`config.mk`:
```
export PLATFORM = sky130hd
export DESIGN_NAME = ramp_light_ctrl
export DESIGN_NICKNAME = d
export VERILOG_FILES = /design/src/rtl/ramp_pkg.sv /design/src/rtl/ramp_sync.sv /design/src/rtl/ramp_arbiter.sv /design/src/rtl/ramp_phase_ctrl.sv /design/src/rtl/ramp_lamp_drive.sv /design/src/rtl/ramp_light_ctrl.sv
export SDC_FILE = /design/constraint.sdc
export NUM_CORES = 1
export LEC_CHECK = 0
export BUFFER_PORTS_ARGS = -buffer_cell sky130_fd_sc_hd__buf_2
export CAP_MARGIN = 20
export CORE_AREA = 2 2 39 41
export CTS_BUF_LIST = sky130_fd_sc_hd__clkbuf_8
export DETAILED_ROUTE_END_ITERATION = 8
export DIE_AREA = 0 0 41 43
export SLEW_MARGIN = 40
export SYNTH_ARGS = -nofsm -noshare
export SYNTH_HDL_FRONTEND = slang
export SYNTH_SLANG_ARGS = --single-unit
export TNS_END_PERCENT = 1
```
`constraint.sdc`:
```
create_clock -name clk -period 2.76 [get_ports clk]
set_input_delay 0.552 -clock clk [delete_from_list [all_inputs] [get_ports clk]]
set_output_delay 0.552 -clock clk [all_outputs]
set_load 0.03 [all_outputs]
```
`src/rtl/ramp_pkg.sv`:
```
package ramp_pkg;
  // Lane index doubles as rank: a lower index wins arbitration.
  localparam int LANES = 3;
  typedef enum logic [1:0] {
    LANE_POOL  = 2'd0,
    LANE_RIGHT = 2'd1,
    LANE_LEFT  = 2'd2
  } lane_e;
  typedef logic [LANES-1:0] lane_vec_t;
endpackage

```
`src/rtl/ramp_sync.sv`:
```
module ramp_sync #(
  parameter int WIDTH      = 3,
  parameter int STAGES     = 2,
  parameter bit ACTIVE_LOW = 1'b1
) (
  input  logic             clk,
  input  logic             rst,
  input  logic [WIDTH-1:0] raw_in,
  output logic [WIDTH-1:0] sync_out
);
  logic [WIDTH-1:0] pipe [STAGES];
  logic [WIDTH-1:0] level_in;

  generate
    if (ACTIVE_LOW) begin : g_inv
      assign level_in = ~raw_in;
    end else begin : g_pass
      assign level_in = raw_in;
    end
  endgenerate

  always_ff @(posedge clk) begin
    if (rst) pipe[0] <= '0;
    else     pipe[0] <= level_in;
  end

  generate
    for (genvar s = 1; s < STAGES; s++) begin : g_stage
      always_ff @(posedge clk) begin
        if (rst) pipe[s] <= '0;
        else     pipe[s] <= pipe[s-1];
      end
    end
  endgenerate

  assign sync_out = pipe[STAGES-1];
endmodule

```
`src/rtl/ramp_arbiter.sv`:
```
module ramp_arbiter #(
  parameter int N = 3
) (
  input  logic [N-1:0] req,
  output logic [N-1:0] grant
);
  // Fixed rank: bit 0 highest.
  always_comb begin
    logic taken;
    taken = 1'b0;
    grant = '0;
    for (int i = 0; i < N; i++) begin
      if (req[i] && !taken) begin
        grant[i] = 1'b1;
        taken    = 1'b1;
      end
    end
  end
endmodule

```
`src/rtl/ramp_phase_ctrl.sv`:
```
module ramp_phase_ctrl #(
  parameter int N          = 3,
  parameter int HOLD_TICKS = 16
) (
  input  logic         clk,
  input  logic         rst,
  input  logic [N-1:0] arb_grant,
  output logic [N-1:0] grant_next,
  output logic [N-1:0] grant_cur
);
  localparam int CNT_W = (HOLD_TICKS > 1) ? $clog2(HOLD_TICKS) : 1;
  localparam logic [CNT_W-1:0] LAST = CNT_W'(HOLD_TICKS - 1);

  logic [CNT_W-1:0] hold_cnt;
  logic             decide;

  assign decide     = (grant_cur == '0) || (hold_cnt == LAST);
  assign grant_next = decide ? arb_grant : grant_cur;

  always_ff @(posedge clk) begin
    if (rst) begin
      grant_cur <= '0;
      hold_cnt  <= '0;
    end else begin
      grant_cur <= grant_next;
      hold_cnt  <= decide ? '0 : hold_cnt + 1'b1;
    end
  end
endmodule

```
`src/rtl/ramp_lamp_drive.sv`:
```
module ramp_lamp_drive #(
  parameter int N = 3
) (
  input  logic         clk,
  input  logic         rst,
  input  logic [N-1:0] grant_next,
  output logic [N-1:0] red_n,
  output logic [N-1:0] grn_n
);
  generate
    for (genvar i = 0; i < N; i++) begin : g_lane
      always_ff @(posedge clk) begin
        if (rst) begin
          red_n[i] <= 1'b0;
          grn_n[i] <= 1'b1;
        end else begin
          red_n[i] <= grant_next[i];
          grn_n[i] <= ~grant_next[i];
        end
      end
    end
  endgenerate
endmodule

```
`src/rtl/ramp_light_ctrl.sv`:
```
module ramp_light_ctrl #(
  parameter int SYNC_STAGES = 2,
  parameter int HOLD_TICKS  = 16
) (
  input  logic clk,
  input  logic rst,
  input  logic car_pool_n,
  input  logic car_left_n,
  input  logic car_right_n,
  output logic pool_red_n,
  output logic pool_grn_n,
  output logic left_red_n,
  output logic left_grn_n,
  output logic right_red_n,
  output logic right_grn_n
);
  import ramp_pkg::*;

  lane_vec_t raw_n, req_s, arb_grant, grant_next, grant_cur, red_n_v, grn_n_v;

  assign raw_n[LANE_POOL]  = car_pool_n;
  assign raw_n[LANE_RIGHT] = car_right_n;
  assign raw_n[LANE_LEFT]  = car_left_n;

  ramp_sync #(.WIDTH(LANES), .STAGES(SYNC_STAGES), .ACTIVE_LOW(1'b1)) u_sync (
    .clk(clk), .rst(rst), .raw_in(raw_n), .sync_out(req_s)
  );

  ramp_arbiter #(.N(LANES)) u_arb (
    .req(req_s), .grant(arb_grant)
  );

  ramp_phase_ctrl #(.N(LANES), .HOLD_TICKS(HOLD_TICKS)) u_phase (
    .clk(clk), .rst(rst), .arb_grant(arb_grant),
    .grant_next(grant_next), .grant_cur(grant_cur)
  );

  ramp_lamp_drive #(.N(LANES)) u_lamp (
    .clk(clk), .rst(rst), .grant_next(grant_next),
    .red_n(red_n_v), .grn_n(grn_n_v)
  );

  assign pool_red_n  = red_n_v[LANE_POOL];
  assign pool_grn_n  = grn_n_v[LANE_POOL];
  assign right_red_n = red_n_v[LANE_RIGHT];
  assign right_grn_n = grn_n_v[LANE_RIGHT];
  assign left_red_n  = red_n_v[LANE_LEFT];
  assign left_grn_n  = grn_n_v[LANE_LEFT];
endmodule

```
==> impl_metrics.tcl, run 1 <==
set metrics [dict create \
    outcome "finished clean" \
    ctsResizeCount 0 \
    finalMaxSlewViolations 0 \
    period_share_pct 52.60 \
    via_per_inst 4.961 \
    dr.pass1.iters 2 \
    core_area_sq_um 1384 \
    num_vias 377 \
    crit_type "reg2reg" \
    die-area_sq_um 1763 \
    root_buffer "clkbuf_8" \
    fin_crit_ps 1452 \
    hpwl_microns 598.5 \
    final.setup.worst_slack_ps 1308 \
    dieWidth_microns 41 \
    io_buffers 10 \
    cts_setup_buffers 0 \
    p_sw_w 0.0001089 \
    worst_ep_arrival_time_ps 1600 \
    grt_antenna_before_repair 0 \
    diodes 0 \
    avgSynthCellArea_sq_um 11.03 \
    clock_sinks 16 \
    ys_seq_area_share_pct 59.26 \
    placed_area_sq_um 584.3 \
    p_leak_nw 0.2747 \
    seqPwrFrac_pct 50.2 \
    hp-class "reg2reg" \
    grt_pass1_vias 339 \
    ys_types 23 \
    grt_overflow_total 0 \
    clk_path_buf_depth 2 \
    worst-path-buf-inv 0 \
    layout_common_cells "dfxtp_1 (16), buf_2 (10), nor3_1 (4), nor2_1 (4), clkbuf_8 (4)" \
    start_util_pct 39.06 \
    internal_power_w 0.0003825 \
    wl_per_cell_microns 11.14 \
    place.gp.congestion 0.6635 \
    clockPowerShare_pct 41.5 \
    netlist_area_sq_um 540.5 \
    cpLargestDelayFamily "simple AND/OR/NAND/NOR gates" \
    drive_gt1_share_pct 26.67 \
    p_sw_share_pct 22.16 \
    rows 14 \
    critical-path-max-stage-delay_ps 330 \
    critPathMaxFanout 7 \
    clock_skew_ps 3.726 \
    holdBufCountCts 0 \
    drt-total-wl_microns 847 \
    syn2layout_area_growth_pct 18.29 \
    power_density_nw_per_um2 768.7 \
    dieHeight_microns 43 \
    grt_setup_unrepaired "no" \
    end_kind "register" \
    finalSetupViolCount 0 \
    ys.warnings.count 0 \
    max_freq_mhz 688.8 \
    critPathRequiredTime_ps 2910 \
    gr-usage-all-layers_pct 13.14 \
    max_slew_margin_pct 74.04 \
    stdcell_area_sq_um 639.4 \
    cts_made_buffers 3 \
    pre_cts_slack_ps 1311 \
    drt_iter0_markers 8 \
    clk_transition_reported_paths_ps 60 \
    grt_max_degree 16 \
    hold_viol 0 \
    fill_cells 139 \
    hold_slack_ps 436.6 \
    start_kind "register" \
    final_nets 67 \
    power_frac_comb_pct 8.2 \
    io_pins 11 \
    max-cap-violations 0 \
    drt.antenna.violating_nets 0 \
    insertion_delay_ps 250 \
    ys_seq_elements 16 \
    final_util_pct 46.20 \
    peakVddDrop_mv 0.5395 \
    fin_tns_setup_ps 0 \
    grt_pass1_wl_microns 1421 \
    route.detailed.drc 0 \
    layout_commonest_cell "dfxtp_1" \
    h-tree-depth 1 \
    worstMarginPinSlew_ps 384.0 \
    worstPathCellList "ha_1, and3_1, or2_1, a31o_1" \
    cp_slowest_cell "dfxtp_1" \
    syn_inst 49 \
    syn_nets 55 \
    cts_tree "done" \
]
## cells by family after synthesis
kind of cell / count (synthesis) / synth area share (%)
AND/OR/NAND/NOR: 20 / 20.60
XOR/XNOR: 2 / 3.241
AO/OA/AOI/OAI: 6 / 9.028
flip-flops: 16 / 59.26
buffers and inverters: 4 / 5.554
adder cells (fa/ha/maj): 1 / 2.314
## metrics by stage
stage | std cells | total power, W
floorplan | 49 | 0.0002840
global placement | 72 | 0.0002919
detailed placement | 72 | 0.0002928
CTS | 76 | 0.0004985
global route | 76 | 0.0005154
finish | 76 | 0.0004915
## power by group through the flow
| stage | Sequential, W | Combinational, W | Clock, W |
|---|---|---|---|
| 2_1_floorplan | 0.000261 | 0.0000225 | 0 |
| 3_3_place_gp | 0.000251 | 0.0000405 | 0 |
| 3_5_place_dp | 0.000252 | 0.0000409 | 0 |
| 4_1_cts | 0.000247 | 0.0000412 | 0.000210 |
| 5_1_grt | 0.000248 | 0.0000445 | 0.000223 |
| 6_report | 0.000247 | 0.0000405 | 0.000204 |
## cell type report
type	count	area [sq um]	share of cell area [%]
clock buffers	4	55.05	8.611
inverters	1	3.754	0.5871
multi-input cells	29	190.2	29.75
flip-flops and latches	16	320.3	50.10
well taps	16	20.02	3.131
repair buffers	10	50.05	7.828
## path summary, 6_finish.rpt
check	startpoint	endpoint	slack (ps)	cells past startpoint
max reg2reg	u_phase.hold_cnt[0]	register	1310	4
min	u_sync.pipe[0][0]	u_sync.pipe[1][0]	440	1
max	u_phase.hold_cnt[0]	register	1310	4
min reg2reg	u_sync.pipe[0][0]	u_sync.pipe[1][0]	440	1
## routing by layer
layer / vias up / wire, microns / GRT usage [%]
li1: 189 / - / -
met1: 176 / 385 / 14.14
met2: 10 / 381 / 17.81
met3: 2 / 60 / 9.424
met4: 0 / 19 / 8.000
met5: - / 0 / 0
## cells in the mapped netlist
master    instances  area share (%)
a21o_2            1             1.6
a21oi_1           1            0.93
a31o_1            1             1.6
a31oi_1           1             1.2
and3_1            2             2.3
buf_6             2             4.2
clkbuf_1          1            0.69
dfxtp_1          16              59
ha_1              1             2.3
inv_1             1            0.69
nand2_1           1            0.69
nand2b_1          1             1.2
nand3_1           1            0.93
nor2_1            4             2.8
nor2b_1           3             3.5
nor3_1            4             3.7
nor3b_1           2             2.8
nor4b_1           1             1.6
o32a_2            1             2.1
o32ai_1           1             1.6
or2_1             1             1.2
xnor2_1           1             1.6
xor2_1            1             1.6
Note: power is estimated with default switching activity, not from simulation.
==> inputs of run 2 (changes only) <==
Clock period 2.76 ns to 1.3 ns, I/O delays scaled along.
==> impl_metrics.tcl, run 2 (synthesis gave the netlist of run 1 again) <==
set metrics [dict create \
    fin_tns_setup_ps 0 \
    route.detailed.drc 0 \
    period_share_pct 95.52 \
    wl_per_cell_microns 11.51 \
    dieHeight_microns 43 \
    p_sw_w 0.0002394 \
    critPathCapture "u_lamp.grn_n[1]" \
    die-area_sq_um 1763 \
    fill_cells 138 \
    cpLargestDelayFamily "compound AO/OA/AOI/OAI gates" \
    max_freq_mhz 805.3 \
    critical-path-max-stage-delay_ps 360 \
    final_nets 69 \
    h-tree-depth 1 \
    max_slew_margin_pct 73.99 \
    grt_setup_unrepaired "no" \
    clock_sinks 16 \
    cp.depth 4 \
    worstReg2RegStart "u_phase.hold_cnt[1]" \
    grt.busiest_layer "met1" \
    hp-class "in2reg" \
    via_per_inst 4.872 \
    cp_slowest_cell "o32a_2" \
    use_met1_pct 16.78 \
    r2r_slack_ps 60 \
    use_met2_pct 15.00 \
    drt-total-wl_microns 898 \
    pre_cts_slack_ps -3.366 \
    io_pins 11 \
    start_kind "register" \
    outcome "finished clean" \
    use_met3_pct 9.424 \
    dr.pass1.iters 5 \
    drt_iter0_markers 5 \
    power_density_nw_per_um2 1567 \
    worst-path-buf-inv 0 \
    finalMaxSlewViolations 0 \
    layout_commonest_cell "dfxtp_1" \
    worst_ep_arrival_time_ps 1380 \
    root_buffer "clkbuf_8" \
    internal_power_w 0.0008211 \
    hpwl_microns 598.3 \
    p_leak_nw 0.2827 \
    r2r-end "u_lamp.grn_n[1]" \
    reg2reg_depth 4 \
    worstMarginPinSlew_ps 384.7 \
    io_buffers 10 \
    num_vias 380 \
    holdBufCountCts 0 \
    insertion_delay_ps 250 \
    layout_common_cells "dfxtp_1 (14), buf_2 (10), nor3_1 (4), nor2_1 (4), clkbuf_8 (4)" \
    diodes 0 \
    finalSetupViolCount 0 \
    syn2layout_area_growth_pct 25.23 \
    clock_skew_ps 1.168 \
    seqPwrFrac_pct 49.5 \
    end_kind "register" \
    rows 14 \
    max-cap-violations 0 \
    gr-usage-all-layers_pct 13.35 \
    clk_path_buf_depth 2 \
    cts_tree "done" \
    critPathMaxFanout 5 \
    drive_gt1_share_pct 37.10 \
    critPathRequiredTime_ps 1440 \
    final_util_pct 48.92 \
    start_util_pct 39.06 \
    hold_viol 0 \
    peakVddDrop_mv 0.9489 \
    clk_transition_reported_paths_ps 60 \
    grt_pass1_wl_microns 1442 \
    cp-startpoint "u_phase.hold_cnt[1]" \
    core_area_sq_um 1384 \
    grt_max_degree 16 \
    place.gp.congestion 0.6485 \
    final.setup.worst_slack_ps 58.22 \
    dieWidth_microns 41 \
    clockPowerShare_pct 41.4 \
    power_frac_comb_pct 9.1 \
    worstPathCellList "ha_4, and3_4, nor2_1, o32a_2" \
    grt_antenna_before_repair 0 \
    fin_crit_ps 1242 \
    drt.antenna.violating_nets 0 \
    grt_overflow_total 0 \
    grt_pass1_vias 327 \
    crit_type "reg2reg" \
    cts_made_buffers 3 \
    p_sw_share_pct 22.57 \
]
run 2: cell types whose count changed in the layout (fill, tap and decap cells not counted):
cell     change
dfxtp_2      +2
and3_4       +1
or2_4        +1
ha_4         +1
dfxtp_1      -2
ha_1         -1
or2_1        -1
and3_1       -1
buf_4        +2
run 2: power groups by stage:
stage | logic (W) | clock network [W] | registers, W
6_report | 0.0000966 | 0.000439 | 0.000525
5_1_grt | 0.000107 | 0.000468 | 0.000528
4_1_cts | 0.0000930 | 0.000446 | 0.000526
3_5_place_dp | 0.0000887 | 0 | 0.000537
3_3_place_gp | 0.0000878 | 0 | 0.000536
2_1_floorplan | 0.0000485 | 0 | 0.000557
run 2: metal layers:
layer	part of all wire, %	wire length, microns	vias up
met4	3.8	34	0
met5	0	0	-
met1	47	421	173
met3	7.5	67	4
li1	-	-	192
met2	42	375	11
run 2: repair_timing:
item,in CTS,in global routing
buffers inserted,0,2
gates resized for setup,1,0
cloned,0,0
hold endpoints to repair,0,0
setup endpoints to repair,1,1
run 2: how the worst min path moves through the flow:
stage	endpoint	start	slack [ps]	cells after the start
floorplan	u_sync.pipe[0][2]	car_left_n	330	1
global placement	u_sync.pipe[0][2]	car_left_n	420	2
detailed placement	u_sync.pipe[0][2]	car_left_n	410	2
CTS	u_sync.pipe[0][2]	car_left_n	150	2
global route	u_sync.pipe[0][2]	car_left_n	140	2
finish	u_sync.pipe[0][2]	car_left_n	150	2
run 2: final cells by class:
| class | instances | area [sq um] | area share, % |
|---|---|---|---|
| multi-input combinational | 29 | 210.2 | 31.05 |
| inverter | 1 | 3.754 | 0.5545 |
| sequential | 16 | 322.8 | 47.69 |
| tap | 16 | 20.02 | 2.957 |
| timing repair buffer | 12 | 65.06 | 9.612 |
| clock buffer | 4 | 55.05 | 8.133 |
run 2: stage by stage:
stage                     cell area (sq um)  instances   power, W  hold slack (ps)
after floorplan                       560.5         49  0.0006058            326.7
after global placement                604.3         72  0.0006241            415.7
after detailed placement              604.3         72  0.0006254            414.2
after CTS                             661.9         76   0.001065            147.4
after global routing                  676.9         78   0.001103            139.0
final                                 676.9         78   0.001060            151.5
